File: src/rtl/busact_pkg.sv
package busact_pkg;
  typedef struct packed {
    logic countUp;
    logic countClr;
  } cnt_strobe_t;
endpackage

File: src/rtl/busact_datapath.sv
module busact_datapath
  import busact_pkg::*;
#(
  parameter int CNT_W      = 2,
  parameter int QUAL_LEVEL = 2
) (
  input  logic        clk,
  input  logic        rst,
  input  logic        modePs2,
  input  logic        usbDp,
  input  logic        usbDm,
  input  logic        ps2Data,
  input  cnt_strobe_t strobe,
  output logic        condNow,
  output logic        qualified,
  output logic        qualifyNext
);
  localparam logic [CNT_W-1:0] CNT_MAX  = '1;
  localparam logic [CNT_W-1:0] QUAL_AT  = CNT_W'(QUAL_LEVEL);
  localparam logic [CNT_W-1:0] PRE_QUAL = CNT_W'(QUAL_LEVEL - 1);

  logic [CNT_W-1:0] runCount;

  // Pick the watched line condition
  always_comb condNow = modePs2 ? !ps2Data : (!usbDp && !usbDm);

  // Saturating run count of consecutive true tick samples
  always_ff @(posedge clk) begin
    if (rst)                                          runCount <= '0;
    else if (strobe.countClr)                         runCount <= '0;
    else if (strobe.countUp && runCount != CNT_MAX)   runCount <= runCount + 1'b1;
  end

  always_comb begin
    qualified   = (runCount >= QUAL_AT);
    qualifyNext = (runCount == PRE_QUAL);
  end

  assert_qualify_on_step_R3: assert property (@(posedge clk) disable iff (rst)
    (strobe.countUp && qualifyNext) |=> qualified);

  assert_false_tick_ends_R4: assert property (@(posedge clk) disable iff (rst)
    strobe.countClr |=> !qualified);

  assert_hold_between_ticks_R10: assert property (@(posedge clk) disable iff (rst)
    (!$past(rst) && !$past(strobe.countUp) && !$past(strobe.countClr)) |-> $stable(qualified));

  assert_reset_clears_R9: assert property (@(posedge clk)
    rst |=> !qualified);
endmodule

File: src/rtl/busact_control.sv
module busact_control
  import busact_pkg::*;
(
  input  logic        clk,
  input  logic        rst,
  input  logic        tick,
  input  logic        modePs2,
  input  logic        intEnable,
  input  logic        condNow,
  input  logic        qualified,
  input  logic        qualifyNext,
  output cnt_strobe_t strobe,
  output logic        irqPulse
);
  logic fireNow;

  always_comb begin
    strobe.countUp  = tick && condNow;
    strobe.countClr = tick && !condNow;
    // PS/2: fire on the qualifying step; USB: fire when a qualified event ends
    fireNow = modePs2 ? (strobe.countUp && qualifyNext)
                      : (strobe.countClr && qualified);
  end

  always_ff @(posedge clk) begin
    if (rst) irqPulse <= 1'b0;
    else     irqPulse <= fireNow && intEnable;
  end

  assert_usb_on_end_R5: assert property (@(posedge clk) disable iff (rst)
    (irqPulse && !$past(modePs2)) |-> $fell(qualified));

  assert_ps2_on_start_R6: assert property (@(posedge clk) disable iff (rst)
    (irqPulse && $past(modePs2)) |-> $rose(qualified));

  assert_needs_enable_R7: assert property (@(posedge clk) disable iff (rst)
    irqPulse |-> $past(intEnable));

  assert_single_cycle_R8: assert property (@(posedge clk) disable iff (rst)
    irqPulse |=> !irqPulse);

  assert_reset_quiet_R9: assert property (@(posedge clk)
    rst |=> !irqPulse);
endmodule

File: src/rtl/bus_activity_detector.sv
module bus_activity_detector
  import busact_pkg::*;
#(
  parameter int CNT_W      = 2,
  parameter int QUAL_LEVEL = 2
) (
  input  logic clk,
  input  logic rst,
  input  logic tick,
  input  logic modePs2,
  input  logic intEnable,
  input  logic usbDp,
  input  logic usbDm,
  input  logic ps2Data,
  output logic addrClear,
  output logic irqPulse
);
  cnt_strobe_t strobe;
  logic condNow, qualified, qualifyNext;

  busact_datapath #(.CNT_W(CNT_W), .QUAL_LEVEL(QUAL_LEVEL)) u_datapath (
    .clk(clk), .rst(rst), .modePs2(modePs2), .usbDp(usbDp), .usbDm(usbDm),
    .ps2Data(ps2Data), .strobe(strobe), .condNow(condNow),
    .qualified(qualified), .qualifyNext(qualifyNext)
  );

  busact_control u_control (
    .clk(clk), .rst(rst), .tick(tick), .modePs2(modePs2), .intEnable(intEnable),
    .condNow(condNow), .qualified(qualified), .qualifyNext(qualifyNext),
    .strobe(strobe), .irqPulse(irqPulse)
  );

  assign addrClear = qualified;
endmodule

File: config.mk
export PLATFORM = sky130hd
export DESIGN_NAME = bus_activity_detector
export DESIGN_NICKNAME = d
export VERILOG_FILES = /design/src/rtl/busact_pkg.sv /design/src/rtl/busact_datapath.sv /design/src/rtl/busact_control.sv /design/src/rtl/bus_activity_detector.sv
export SDC_FILE = /design/constraint.sdc
export NUM_CORES = 1
export LEC_CHECK = 0
export ABC_AREA = 1
export BUFFER_PORTS_ARGS = -buffer_cell sky130_fd_sc_hd__buf_2
export CAP_MARGIN = 20
export CELL_PAD_IN_SITES_DETAIL_PLACEMENT = 1
export CELL_PAD_IN_SITES_GLOBAL_PLACEMENT = 1
export CORE_AREA = 2 2 39 41
export DETAILED_ROUTE_END_ITERATION = 10
export DIE_AREA = 0 0 41 43
export GPL_ROUTABILITY_DRIVEN = 0
export PLACE_DENSITY_LB_ADDON = 0.1
export SLEW_MARGIN = 20
export SYNTH_ARGS = -nofsm -noshare
export SYNTH_HDL_FRONTEND = slang
export SYNTH_HIERARCHICAL = 1
export SYNTH_SLANG_ARGS = --single-unit
File: constraint.sdc
create_clock -name clk -period 2.2 [get_ports clk]
set_clock_uncertainty 0.05 [all_clocks]
set_input_delay 0 -clock clk [delete_from_list [all_inputs] [get_ports clk]]
set_output_delay 0 -clock clk [all_outputs]
set_load 0.01 [all_outputs]
==> run_results.csv <==
group,metric,value,unit
synth,syn_avg_cell_area,6.157,sq um
clock_network,clock_latency,0.23,ns
clock_network,cts_resized,0,
clock_network,cts_tree,"built",
power_and_ir_drop,p_switching,0.00004856,W
sta,final_max_slew_viol_count,0,
synth,synth_top_area_cell,"dfxtp_1",
detailed_routing,drt-total-wl,618,um
synth,synth_common_cells,"9 x inv_1, 7 x nand2_1, 5 x nor2_1",
synth,synth-main-ff-cell,"dfxtp_1",
synth,synth_fp_nets,49,
sta,grt_setup_unrepaired,"false",
clock_network,numCtsBuffers,3,
synth,syn_area,234.0,sq um
global_routing,grt_max_degree,6,
clock_network,root_buffer,"clkbuf_4",
die,ios,10,
worst_hold_path,hold_path.class,"in2reg",
worst_setup_path,end_kind,"output pin",
die,die_h,43,um
finish,finish.instance_area,335.3,sq um
detailed_routing,wl_per_cell,9.088,um
placement,hpwlAfterDp,557.3,um
global_routing,grt_pass1_wl,1021,um
synth,ys_seq_elements,3,
worst_setup_path,cp.required,2.15,ns
detailed_routing,antenna_left,0,
sta,max_freq,767.2,MHz
clock_network,clkSinkCount,3,
detailed_routing,drt_iter0_drc,0,
global_routing,antenna_found_initial,0,
synth,yosys-top-cells-area,"dfxtp_1 26%, ha_1 16%, inv_1 14%",
die,core,0.001384,sq mm
sta,finalSetupTns,0,ns
detailed_routing,viasPerCell,4.074,
synth,synth-xor-area-share,0,%
die,die_w,41,um
detailed_routing,vias,277,
synth,synth_cell_type_count,11,
detailed_routing,dr.pass1.iters,1,
sta,slew_headroom,70.81,%
global_routing,grt_remaining_overflow,0,
power_and_ir_drop,power_leakage,0.1889,nW
synth,synth_mux_area_share,0,%
power_and_ir_drop,p_sw_share,25.73,%
placement,postPlaceCellArea,299.0,sq um
power_and_ir_drop,pwr_density_cell,562.9,mW/mm^2
placement,port_buffers,9,
worst_setup_path,crit_type,"reg2out",
finish,layout.nets,64,
worst_setup_path,cp-start-kind,"flip-flop",
detailed_routing,drc_errors,0,
synth,synth-compound-area-share,6.417,%
die,die_area,0.001763,sq mm
synth,synth_top_family_by_area,"simple AND/OR/NAND/NOR gates",
die,fp-row-count,14,
clock_network,ctsHoldBuffers,1,
synth,synth.most_common_cell,"inv_1",
synth,synth_edf_count,0,
global_routing,grt_pass1_vias,292,
sta,min_period_over_period,59.25,%
synth,yosysWarnings,6,
finish,n_antenna_cell,0,
worst_setup_path,cp_max_fo,5,
synth,synth_cells,38,
finish,area_growth,43.32,%
global_routing,track_usage,8.726,%
synth,synth_fa_ha_area_share,16.04,%
clock_network,clkTransAtPathRegs,0.04,ns
clock_network,htreeDepth,1,
sta,worstMarginPinSlew,0.4332,ns
synth,yosysSeqAreaShare,25.67,%
synth,synthArstFlopShare,0,%
clock_network,cts_setup_buffers,0,
power_and_ir_drop,share_comb_of_total_power,17.4,%
clock_network,clock_path_buffers,2,
outcome,status,"finished clean",
synth,synth-simple-area-share,35.83,%
power_and_ir_drop,power_frac_seq,31.5,%
sta,fin_hold_ws,0.01735,ns
job,drv_cap,0,
synth,netlist.area_leader.share,25.67,%
sta,setup_viol,0,
power_and_ir_drop,cellInternalPower,0.0001402,W
sta,fin_crit,1.303,ns
worst_setup_path,cp.arrival,1.25,ns
sta,hold_violations,0,
finish,drive_gt1_share,28.85,%
die,start_util,16.91,%
power_and_ir_drop,ir_drop,198.9,uV
power_and_ir_drop,p_clk_share,51.1,%
registers in the layout, summed over array words and instances, names as in the netlist:
| name | flops |
|---|---|
| u_datapath/runCount | 2 |
| u_control/irqPulse | 1 |
final cells by class:
class | instances | area (sq um)
Tap cell | 16 | 20.02
Sequential cell | 3 | 60.06
Timing Repair Buffer | 10 | 55.05
Multi-Input combinational cell | 25 | 136.4
Clock buffer | 4 | 26.28
Fill cell | 187 | 1049
Inverter | 10 | 37.54
cells by family (layout without fill, tap and decap cells):
logic type | Yosys count | after routing
compound gates | 3 | 3
fa+ha+maj | 3 | 3
buf+inv | 10 | 24
flops | 3 | 3
simple gates | 19 | 19
routing by layer:
layer	share of wire, %	vias to the layer above	wire [um]	track usage (%)
met1	34	130	212	7.051
li1	-	140	-	-
met4	0	0	0	2.000
met5	0	-	0	0
met2	61	7	375	16.56
met3	5.0	0	31	4.712
power groups by stage:
stage	Sequential [W]	Combinational [W]	Clock, W
after floorplan	0.0000599	0.0000182	0
after global placement	0.0000602	0.0000307	0
after detailed placement	0.0000605	0.0000326	0
after CTS	0.0000596	0.0000342	0.000101
after global routing	0.0000599	0.0000384	0.000106
final	0.0000594	0.0000328	0.0000965
worst max-delay path: stages, from the launching register on:
cell     delay (ns)
dfxtp_1        0.41
inv_1          0.07
ha_1           0.19
or2_1          0.22
buf_2          0.14
path summary, 6_finish.rpt:
| path | from | end | slack [ns] | cells after the start |
|---|---|---|---|---|
| setup / recovery | u_datapath/runCount[0]$_SDFFE_PP0P_ | addrClear | 0.90 | 4 |
| hold / removal | modePs2 | u_control/irqPulse$_SDFF_PP0_ | 0.02 | 4 |
| setup reg to reg | u_datapath/runCount[0]$_SDFFE_PP0P_ | u_control/irqPulse$_SDFF_PP0_ | 0.95 | 7 |
| hold reg to reg | u_datapath/runCount[1]$_SDFFE_PP0P_ | u_datapath/runCount[1]$_SDFFE_PP0P_ | 0.51 | 2 |
through the flow:
step	power, W	setup slack [ns]	instances	util [%]
2_1_floorplan	0.00007809	0.9951	38	-
3_3_place_gp	0.00009093	0.9633	63	21.61
3_5_place_dp	0.00009307	0.9311	63	21.61
4_1_cts	0.0001951	0.8681	68	24.23
5_1_grt	0.0002043	0.8081	68	24.23
6_report	0.0001888	0.8966	68	24.23
placed cells by master (no fill, tap or decap):
cell           n
o21ai_0        1
inv_1          9
clkbuf_1       1
nor2_1         5
nor2_2         2
dfxtp_1        3
a21oi_1        2
dlygate4sd3_1  1
nand3_1        4
clkbuf_4       3
buf_2          9
or2_1          1
ha_1           3
nand2_1        7
inv_2          1
Note: power is estimated with default switching activity, not from simulation.
